### src/rtl/ib_pkg.sv
package ib_pkg;
    typedef enum logic [1:0] {
        SEL_CTRL = 2'd0,
        SEL_RST  = 2'd1,
        SEL_STAT = 2'd2,
        SEL_DATA = 2'd3
    } ib_sel_e;

    localparam int CMD_RD_BIT  = 48;
    localparam int CMD_SZ_LO   = 56;
    localparam int DONE_BIT    = 11;
    localparam int RDF_LO      = 26;
    localparam logic [63:0] STAT_DONE = 64'd1 << DONE_BIT;

    typedef struct packed {
        logic        we;
        logic [3:0]  size;
        logic [31:0] addr;
        logic [31:0] wdata;
    } ib_cmd_t;

    function automatic logic [63:0] ib_stat_word(input logic we, input logic fail,
                                                 input logic [31:0] rd);
        logic [31:0] field;
        field = fail ? 32'hFFFF_FFFF : rd;
        if (we) return STAT_DONE;
        return STAT_DONE | ({32'd0, field} << RDF_LO);
    endfunction
endpackage

### src/rtl/ib_bus_engine.sv
module ib_bus_engine
    import ib_pkg::*;
#(
    parameter int TIMEOUT_CYCLES = 256
) (
    input  logic        clk,
    input  logic        rst_n,
    input  logic        start,
    input  ib_cmd_t     cmd,
    input  logic        bus_ack,
    input  logic        bus_err,
    output logic        busy,
    output logic        fin,
    output logic        fin_fail,
    output logic        fin_we,
    output logic        bus_req,
    output logic        bus_we,
    output logic [31:0] bus_addr,
    output logic [3:0]  bus_size,
    output logic [31:0] bus_wdata
);
    localparam int TW = $clog2(TIMEOUT_CYCLES + 1);
    localparam logic [TW-1:0] LAST = TW'(TIMEOUT_CYCLES - 1);

    typedef struct packed {
        logic          busy;
        ib_cmd_t       cmd;
        logic [TW-1:0] timer;
    } eng_t;

    eng_t eng_d, eng_q;
    logic expire;

    always_comb begin
        eng_d    = eng_q;
        expire   = eng_q.busy && !bus_ack && (eng_q.timer == LAST);
        fin      = eng_q.busy && (bus_ack || expire);
        fin_fail = expire || bus_err;
        fin_we   = eng_q.cmd.we;
        if (!eng_q.busy) begin
            if (start) begin
                eng_d.busy  = 1'b1;
                eng_d.cmd   = cmd;
                eng_d.timer = '0;
            end
        end else if (fin) begin
            eng_d.busy = 1'b0;
        end else begin
            eng_d.timer = eng_q.timer + 1'b1;
        end
    end

    always_ff @(posedge clk or negedge rst_n) begin
        if (!rst_n) eng_q <= '0;
        else        eng_q <= eng_d;
    end

    assign busy      = eng_q.busy;
    assign bus_req   = eng_q.busy;
    assign bus_we    = eng_q.cmd.we;
    assign bus_addr  = eng_q.cmd.addr;
    assign bus_size  = eng_q.cmd.size;
    assign bus_wdata = eng_q.cmd.wdata;

    assert_req_hold_R3: assert property (@(posedge clk) disable iff (!rst_n)
        (bus_req && !bus_ack && !expire) |=> (bus_req && $stable(bus_addr) &&
            $stable(bus_wdata) && $stable(bus_size) && $stable(bus_we)));

    assert_req_drop_R3: assert property (@(posedge clk) disable iff (!rst_n)
        (bus_req && bus_ack) |=> !bus_req);

    assert_timer_fresh_R11: assert property (@(posedge clk) disable iff (!rst_n)
        $rose(bus_req) |-> (eng_q.timer == '0));
endmodule

### src/rtl/ib_host_regs.sv
module ib_host_regs
    import ib_pkg::*;
(
    input  logic        clk,
    input  logic        rst_n,
    input  logic        hst_valid,
    input  logic        hst_write,
    input  logic        hst_dword,
    input  logic [1:0]  hst_sel,
    input  logic [63:0] hst_wdata,
    output logic [63:0] hst_rdata,
    input  logic        busy,
    input  logic        fin,
    input  logic        fin_fail,
    input  logic        fin_we,
    input  logic [31:0] fin_rdata,
    output logic        launch,
    output ib_cmd_t     cmd
);
    typedef struct packed {
        logic [31:0] data;
        logic [63:0] stat;
    } regs_t;

    regs_t   regs_d, regs_q;
    ib_sel_e sel;
    logic    acc, rd_stat;
    logic [63:0] unused_cmd_bits;

    always_comb begin
        sel     = ib_sel_e'(hst_sel);
        acc     = hst_valid && hst_dword;
        launch  = acc && hst_write && (sel == SEL_CTRL) && !busy;
        rd_stat = acc && !hst_write && (sel == SEL_STAT);

        cmd.we    = !hst_wdata[CMD_RD_BIT];
        cmd.size  = hst_wdata[CMD_SZ_LO +: 4];
        cmd.addr  = hst_wdata[31:0];
        cmd.wdata = regs_q.data;
        unused_cmd_bits = hst_wdata;

        regs_d = regs_q;
        if (acc && hst_write && (sel == SEL_DATA)) regs_d.data = hst_wdata[63:32];
        if (fin)          regs_d.stat = ib_stat_word(fin_we, fin_fail, fin_rdata);
        else if (launch)  regs_d.stat = '0;
        else if (rd_stat) regs_d.stat = '0;

        hst_rdata = '0;
        if (acc && !hst_write) begin
            case (sel)
                SEL_STAT: hst_rdata = regs_q.stat;
                SEL_DATA: hst_rdata = {regs_q.data, 32'd0};
                default:  hst_rdata = '0;
            endcase
        end
    end

    always_ff @(posedge clk or negedge rst_n) begin
        if (!rst_n) regs_q <= '0;
        else        regs_q <= regs_d;
    end

    assert_stat_clear_R8: assert property (@(posedge clk) disable iff (!rst_n)
        (rd_stat && !fin) |=> (regs_q.stat == '0));

    assert_stat_done_R4: assert property (@(posedge clk) disable iff (!rst_n)
        fin |=> regs_q.stat[DONE_BIT]);

    assert_busy_quiet_R10: assert property (@(posedge clk) disable iff (!rst_n)
        (busy && !fin) |-> (regs_q.stat == '0));
endmodule

### src/rtl/ireg_bridge.sv
module ireg_bridge
    import ib_pkg::*;
#(
    parameter int TIMEOUT_CYCLES = 256
) (
    input  logic        clk,
    input  logic        rst_n,
    input  logic        hst_valid,
    input  logic        hst_write,
    input  logic        hst_dword,
    input  logic [4:0]  hst_addr,
    input  logic [63:0] hst_wdata,
    output logic [63:0] hst_rdata,
    output logic        bus_req,
    output logic        bus_we,
    output logic [31:0] bus_addr,
    output logic [3:0]  bus_size,
    output logic [31:0] bus_wdata,
    input  logic        bus_ack,
    input  logic        bus_err,
    input  logic [31:0] bus_rdata
);
    logic    launch, busy, fin, fin_fail, fin_we;
    ib_cmd_t cmd;
    logic [2:0] unused_low_addr;

    assign unused_low_addr = hst_addr[2:0];

    ib_host_regs u_regs (
        .clk       (clk),
        .rst_n     (rst_n),
        .hst_valid (hst_valid),
        .hst_write (hst_write),
        .hst_dword (hst_dword),
        .hst_sel   (hst_addr[4:3]),
        .hst_wdata (hst_wdata),
        .hst_rdata (hst_rdata),
        .busy      (busy),
        .fin       (fin),
        .fin_fail  (fin_fail),
        .fin_we    (fin_we),
        .fin_rdata (bus_rdata),
        .launch    (launch),
        .cmd       (cmd)
    );

    ib_bus_engine #(.TIMEOUT_CYCLES(TIMEOUT_CYCLES)) u_eng (
        .clk       (clk),
        .rst_n     (rst_n),
        .start     (launch),
        .cmd       (cmd),
        .bus_ack   (bus_ack),
        .bus_err   (bus_err),
        .busy      (busy),
        .fin       (fin),
        .fin_fail  (fin_fail),
        .fin_we    (fin_we),
        .bus_req   (bus_req),
        .bus_we    (bus_we),
        .bus_addr  (bus_addr),
        .bus_size  (bus_size),
        .bus_wdata (bus_wdata)
    );

    assert_launch_R2: assert property (@(posedge clk) disable iff (!rst_n)
        (hst_valid && hst_write && hst_dword && hst_addr[4:3] == 2'd0 && !bus_req)
        |=> (bus_req && bus_addr == $past(hst_wdata[31:0]) &&
             bus_we == !$past(hst_wdata[CMD_RD_BIT])));

    assert_busy_ignore_R10: assert property (@(posedge clk) disable iff (!rst_n)
        (hst_valid && hst_write && hst_dword && hst_addr[4:3] == 2'd0 && bus_req)
        |=> ($stable(bus_addr) && $stable(bus_we) && $stable(bus_size)));
endmodule

### config.mk
export PLATFORM = sky130hd
export DESIGN_NAME = ireg_bridge
export DESIGN_NICKNAME = d
export VERILOG_FILES = /design/src/rtl/ib_pkg.sv /design/src/rtl/ib_bus_engine.sv /design/src/rtl/ib_host_regs.sv /design/src/rtl/ireg_bridge.sv
export SDC_FILE = /design/constraint.sdc
export NUM_CORES = 1
export LEC_CHECK = 0
export ABC_CLOCK_PERIOD_IN_PS = 5100
export BUFFER_PORTS_ARGS = -buffer_cell sky130_fd_sc_hd__buf_4
export CAP_MARGIN = 20
export CORE_AREA = 2 2 143 145
export DETAILED_ROUTE_END_ITERATION = 10
export DIE_AREA = 0 0 145 147
export HOLD_SLACK_MARGIN = 0.1
export PLACE_DENSITY = 0.62
export SLEW_MARGIN = 20
export SYNTH_ARGS = -nofsm -noshare
export SYNTH_HDL_FRONTEND = slang
export SYNTH_SLANG_ARGS = --single-unit
### constraint.sdc
create_clock -name clk -period 5.1 [get_ports clk]
set_input_delay 1.02 -clock clk [delete_from_list [all_inputs] [get_ports clk]]
set_output_delay 1.02 -clock clk [all_outputs]
set_load 0.03 [all_outputs]
; ---- Word-level counts from Yosys, hierarchy flattened
; Index checks and enable logic that the tools add are counted.
[word_totals]
register_bits = 175
word_cells = 50
out_inout_bits = 134
inputBits = 108
[op_classes]
addsub = 1
n_bitwise = 1
eq_ne = 4
n_reduce_logical = 21
n_mux = 15
[op_table]
columns = cell, count
row1 = $mux 64, 6
row2 = $pmux 64 s2, 1
row3 = $mux 79, 1
row4 = $mux 32, 1
row5 = $mux 9, 2
row6 = $logic_and 1x1->1, 10
row7 = $add 9x1->9 const B, 1
row8 = $eq 9x8->1 const B, 1
row9 = $eq 2x2->1 const B, 2
row10 = $logic_not 1->1, 4
row11 = $mux 1, 4
row12 = $reduce_and 2->1, 2
row13 = $reduce_bool 3->1, 1
row14 = $logic_not 2->1, 1
row15 = $logic_or 1x1->1, 2
row16 = $ne 2x2->1 const B, 1
row17 = $reduce_bool 2->1, 1
row18 = $not 1->1, 1

; ---- Longest topological paths before layout
; Gate-level depths: netlist (run 1).
[logic_depth]
depth_word = 8
mapped_depth = 9
ltp_nobuf = 7

; ---- Hierarchy
; From an unflattened synthesis (run 1), not the netlist that was laid out.
[unflattened]
hier_cells = 784
hier_area_um2 = 7464.7
[modules_own_cells]
columns = mod, n_inst, seq_area_each_um2, cells_per_inst, area_per_inst_um2
row1 = ib_host_regs, 1, 1626.6, 366, 3822.4
row2 = ib_bus_engine, 1, 1976.9, 418, 3642.2

; ---- Worst setup path after synthesis (run 1)
; No wires, ideal clock.
[synth_path]
kind = input port to output port
start = in hst_valid
end = out hst_rdata[35]
setup_slack_ns = 1.945
stages = 4
t_arrival_ns = 2.135
n_path_buf = 1
cell_sequence = nand2_1 > nor4b_2 > clkbuf_1 > a22o_1
[synth_between]
elab_chain_len = 3
[synth_rtl]
columns = item, line_no
row1 = from (decl), ireg_bridge.sv:8  ; input logic hst_valid,
row2 = $logic_and 1x1->1, ib_host_regs.sv:32  ; acc = hst_valid && hst_dword;
row3 = $logic_and 1x1->1, ib_host_regs.sv:49  ; if (acc && !hst_write) begin
row4 = $mux 64, ib_host_regs.sv:49
row5 = to (decl), ireg_bridge.sv:13  ; output logic [63:0] hst_rdata,
; Every way passes these cells.

; ---- Worst setup path in the final report (run 1)
[layout_path]
start = in hst_valid
end = out hst_rdata[31]
; The elaborated chain is that of the path after synthesis.

==> impl_metrics.json, run 1 <==
{
  "synth_cell_types": 36,
  "worst_slack_ns": 1.84,
  "clock_latency_ns": 0.41,
  "cp-start-kind": "input pin",
  "fin_nets": 809,
  "drtIter0Drc": 128,
  "tns_ns": 0,
  "relSlewSlack_pct": 35.8,
  "synthArstFlopShare_pct": 100,
  "htreeDepth": 4,
  "switching_share_pct": 31.6,
  "hpwl_mm": 10.6,
  "core_um2": 19800,
  "drtPass1Iterations": 5,
  "cts_tree": "built",
  "die_area_um2": 21300,
  "hp-class": "reg -> reg",
  "port_buffers": 213,
  "via_per_inst": 4.72,
  "via_count": 4637,
  "ys_seq_area_share_pct": 53.2,
  "r2r_start": "u_eng.eng_q[0]",
  "outcome": "finished, final reports clean",
  "max_freq_mhz": 307,
  "final_layout_size_suffix_gt1_share_pct": 41.7,
  "drc_errors": 0,
  "final_cell_mix": "buf_4 (218), dfrtp_1 (144), mux2_1 (60), nand2_1 (40), mux2_2 (40)",
  "synth_area_um2": 6770,
  "p_leak_uw": 0.00416,
  "hold_viol": 0,
  "grt_max_degree": 61,
  "seq_power_share_pct": 41.8,
  "cts_root_buffer": "clkbuf_16",
  "dp_slack_ns": 1.84,
  "crit_required_ns": 4.08,
  "fill_cells": 1887,
  "power_frac_clock_pct": 33.2,
  "syn_inst": 566,
  "cts_hold_buf": 0,
  "multi_input_area_um2": 2380,
  "initial_core_util_pct": 34.1,
  "regArea_um2": 3600,
  "num_rows": 52,
  "cts_buffer_depth": 2,
  "synth_edf_count": 0,
  "p_int_uw": 2540,
  "cts_resized": 0,
  "clkTransAtPathRegs_ns": 0.06,
  "ios": 242,
  "power.net_switching_uw": 1170,
  "ir_worst_vdd_v": 0.000226,
  "clkSinkCount": 144,
  "path_class": "in -> out",
  "track_usage_pct": 15.7,
  "yosys_warnings": 0,
  "drt-total-wl_mm": 15.9,
  "endpoint_kind": "primary output",
  "finalClockSkew_ns": 0.00790,
  "die_w_um": 145,
  "post_drt_wl_per_cell_um": 16.2,
  "final_max_slew_viol_count": 0,
  "grt_pass1_vias": 4768,
  "final_util_pct": 43.2,
  "areaGrowthSynthToFinish_pct": 26.8,
  "grt_pass1_wl_mm": 26.3,
  "grt_overflow": 0,
  "worst_pin_slew_ns": 0.961,
  "min_period_ns": 3.26,
  "cts_setup_buffers": 0,
  "power_uw": 3710,
  "syn_avg_cell_area_um2": 12.0,
  "final_common_cell": "buf_4",
  "ys_ff_latch": 144,
  "fp.dieH_um": 147,
  "place.gp.congestion": 0.786,
  "rsz0062_at_grt": "no",
  "cts-buffers-inserted": 17,
  "drv_cap": 0,
  "final.period_utilization_pct": 63.9,
  "antenna_found_initial": 0,
  "critical_path_peak_fanout": 33,
  "combPwrFrac_pct": 25.1,
  "ant_nets": 0,
  "finalSetupViolations": 0,
  "antenna_cells": 0,
  "min-delay-start": "u_eng.bus_addr[2]",
  "startpoint": "hst_valid",
  "synth-main-ff-cell": "dfrtp_1",
  "p_per_area_nw_per_um2": 432,
  "cp.arrival_ns": 2.24
}
==> metrics by stage <==
step / hold WS [ns] / cell area (um^2) / std cells
2_1_floorplan: 0.459 / 6860 / 590
3_3_place_gp: 0.469 / 8000 / 950
3_5_place_dp: 0.476 / 8000 / 950
4_1_cts: 0.490 / 8580 / 982
5_1_grt: 0.503 / 8580 / 982
6_report: 0.485 / 8580 / 982
==> synth_stat cells, types with 4 or more instances <==
cell type	count	area, um^2
buf_4	93	698
inv_1	4	15.0
mux2_1	60	676
and2_1	13	81.3
nor3_1	34	170
buf_2	9	45.0
buf_6	6	67.6
clkbuf_1	22	82.6
a21oi_1	4	20.0
o22ai_1	34	213
a22o_1	26	228
mux2_2	40	450
dfrtp_1	144	3600
o21ai_0	6	30.0
nand2_1	40	150
==> state kept, by name, indices dropped and copies added, names as in the netlist <==
register         count
u_eng.eng_q          9
u_regs.cmd          32
u_eng.bus_addr      32
u_regs.regs_q       33
u_eng.bus_size       4
u_eng.bus_req        1
u_eng.bus_we         1
u_eng.bus_wdata     32
==> final cells by class <==
class                      count  area share (%)
sequential                   144            42.0
tap                          270            3.94
clock buffer                  20            5.20
multi-input combinational    312            27.7
timing repair buffer         220            19.4
clock inverter                12            1.55
inverter                       4           0.175
==> kinds of logic (layout without fill, tap and decap cells) <==
kind of cell	count (synthesis)	in the layout	share of synthesized area (%)
buf+inv	134	256	13.4
fa+ha+maj	2	2	0.370
flops	144	144	53.2
xor+xnor	1	1	0.129
simple gates	106	106	7.97
compound gates	76	76	7.89
mux	102	102	16.9
other cells	1	25	0.0554
==> power groups by stage <==
stage / logic, uW / registers [uW] / clock network (uW)
6_report: 930 / 1550 / 1230
5_1_grt: 991 / 1590 / 1330
4_1_cts: 942 / 1550 / 1270
3_5_place_dp: 942 / 1570 / 0
3_3_place_gp: 931 / 1560 / 0
2_1_floorplan: 792 / 1530 / 0
==> final timing paths <==
| kind | to | slack [ns] | cells after the start |
|---|---|---|---|
| hold / removal | u_eng.bus_addr[2] | 0.49 | 1 |
| setup / recovery | hst_rdata[31] | 1.84 | 6 |
| setup reg to reg | u_regs.regs_q[27] | 2.55 | 8 |
| hold reg to reg | u_eng.bus_addr[2] | 0.49 | 1 |
| max in group asynchronous | u_eng.bus_addr[29] | 3.50 | 2 |
| min in group asynchronous | u_eng.bus_addr[6] | 0.58 | 1 |
==> critical path, cell delays in order <==
cell,delay (ns)
buf_4,0.09
nand2_1,0.11
nor4b_4,0.23
buf_4,0.41
and2_1,0.20
buf_4,0.16
==> layer usage <==
metal	track usage, %	routed length (um)	share of wire [%]
met5	0	0	0
met4	5.79	319	2.0
met3	5.75	1200	7.5
met2	24.3	7340	46
met1	20.3	7070	44
Power figures use the tool's default switching activity.
==> run 2: changes to the inputs <==
ABC_CLOCK_PERIOD_IN_PS = 3050   (was 5100)
clock period = 3.05 ns   (was 5.1 ns; I/O delays follow)
==> run 2 against run 1 <==
Compared with the run above: critical path depth is the same; die area is the same; hold slack lost 0.24 ns; global-route usage shrank 0.099 points; non-clock buffer count grew 4; first-iteration DRC count grew 42%; critical path type unchanged; critical endpoint is now hst_rdata[47].
==> impl_metrics.json, run 2 (synthesis gave the netlist of run 1 again) <==
{
  "fp.dieH_um": 147,
  "cts_setup_buffers": 0,
  "final_layout_size_suffix_gt1_share_pct": 42.2,
  "drc_errors": 0,
  "p_per_area_nw_per_um2": 729,
  "crit_family": "buffers and inverters",
  "cts_hold_buf": 0,
  "cts_buffer_depth": 2,
  "clkSinkCount": 144,
  "cp.arrival_ns": 1.86,
  "fill_cells": 1882,
  "antenna_cells": 0,
  "die_area_um2": 21300,
  "areaGrowthSynthToFinish_pct": 27.9,
  "critical_path_peak_fanout": 26,
  "final_util_pct": 43.6,
  "grt_max_degree": 81,
  "final_common_cell": "buf_4",
  "rsz0062_at_grt": "no",
  "die_w_um": 145,
  "final_max_slew_viol_count": 0,
  "final.period_utilization_pct": 80.9,
  "p_leak_uw": 0.00420,
  "largest_reg_flops": 33,
  "clock_latency_ns": 0.41,
  "htreeDepth": 4,
  "relSlewSlack_pct": 39.3,
  "antenna_found_initial": 0,
  "fin_nets": 813,
  "grt_pass1_vias": 4671,
  "power_uw": 6310,
  "ant_nets": 0,
  "cp-start-kind": "input pin",
  "via_count": 4577,
  "grt_overflow": 0,
  "crit_required_ns": 2.44,
  "endpoint_kind": "primary output",
  "path_common_cell": "buf_4",
  "outcome": "finished, final reports clean",
  "crit_slowest_cell": "buf_4",
  "finalSetupViolations": 0,
  "port_buffers": 213,
  "max_freq_mhz": 405,
  "reg2reg_slack_ns": 0.79,
  "cp_num_buf_inv": 3,
  "via_per_inst": 4.64,
  "hpwl_mm": 10.8,
  "ios": 242,
  "ir_worst_vdd_v": 0.000371,
  "cts_resized": 0,
  "hold_viol": 0,
  "finalClockSkew_ns": 0.0109,
  "drtPass1Iterations": 4,
  "cts_tree": "built",
  "cts-buffers-inserted": 17,
  "min_period_ns": 2.47,
  "max_flop_register": "u_regs.regs_q",
  "clkTransAtPathRegs_ns": 0.06,
  "drv_cap": 0,
  "drtIter0Drc": 182,
  "worst_pin_slew_ns": 0.911,
  "final_cell_mix": "buf_4 (221), dfrtp_1 (144), mux2_1 (60), nand2_1 (40), mux2_2 (40)",
  "place.gp.congestion": 0.785,
  "track_usage_pct": 15.6,
  "max_stage_delay_ns": 0.38,
  "tns_ns": 0,
  "initial_core_util_pct": 34.1,
  "num_rows": 52,
  "hp-class": "in -> async",
  "post_drt_wl_per_cell_um": 16.4,
  "path_class": "in -> out",
  "cts_root_buffer": "clkbuf_16",
  "drt-total-wl_mm": 16.2,
  "grt_pass1_wl_mm": 26.1,
  "path_cells": "buf_4 > nand2_1 > nor4b_4 > buf_4 > a22o_1 > buf_4",
  "core_um2": 19800
}
## run 2: cell count changes in the layout (fill, tap and decap cells not counted), sizes merged
cell,delta
buf,+4
bufinv,+1
clkinv,-1
clkbuf,-2
inv,+2
## run 2: final timing paths
path,cells after the start,end,from
setup / recovery,6,hst_rdata[47],hst_valid
hold / removal,1,u_eng.bus_addr[30],rst_n
setup reg to reg,7,u_eng.eng_q[5],u_eng.eng_q[0]
hold reg to reg,1,u_eng.bus_addr[13],u_eng.bus_addr[13]
max in group asynchronous,2,u_eng.bus_size[1],rst_n
min in group clk,2,u_eng.bus_we,hst_wdata[48]
## run 2: layout make-up
type / instances / area [um^2] / area share (%)
clock buffer: 18 / 429 / 4.96
clock inverter: 14 / 181 / 2.10
inverter: 4 / 15.0 / 0.173
multi-input combinational: 312 / 2380 / 27.5
sequential: 144 / 3600 / 41.6
tap: 270 / 338 / 3.90
timing repair buffer: 224 / 1710 / 19.8
## run 2: metal layers
layer | routed length (um) | global-route usage (%) | vias up
met5 | 0 | 0 | -
met4 | 201 | 4.11 | 0
met3 | 1370 | 6.34 | 16
met2 | 7610 | 24.8 | 177
met1 | 6970 | 19.9 | 2233
li1 | - | - | 2151
## run 2: per-stage QoR
stage / area, um^2 / hold WS [ns] / setup slack (ns) / instances
after floorplan: 6860 / 0.314 / 0.715 / 590
after global placement: 8050 / 0.470 / 0.562 / 954
after detailed placement: 8050 / 0.476 / 0.560 / 954
after CTS: 8660 / 0.268 / 0.552 / 986
after global routing: 8660 / 0.300 / 0.480 / 986
final: 8660 / 0.249 / 0.582 / 986
## run 2: power breakdown
part           switching, uW  internal (uW)  total (uW)  leakage, uW
registers                249           2340        2590      0.00183
clock network            848           1300        2150     0.000289
logic                    889            674        1560      0.00207
total                   1990           4320        6310      0.00420
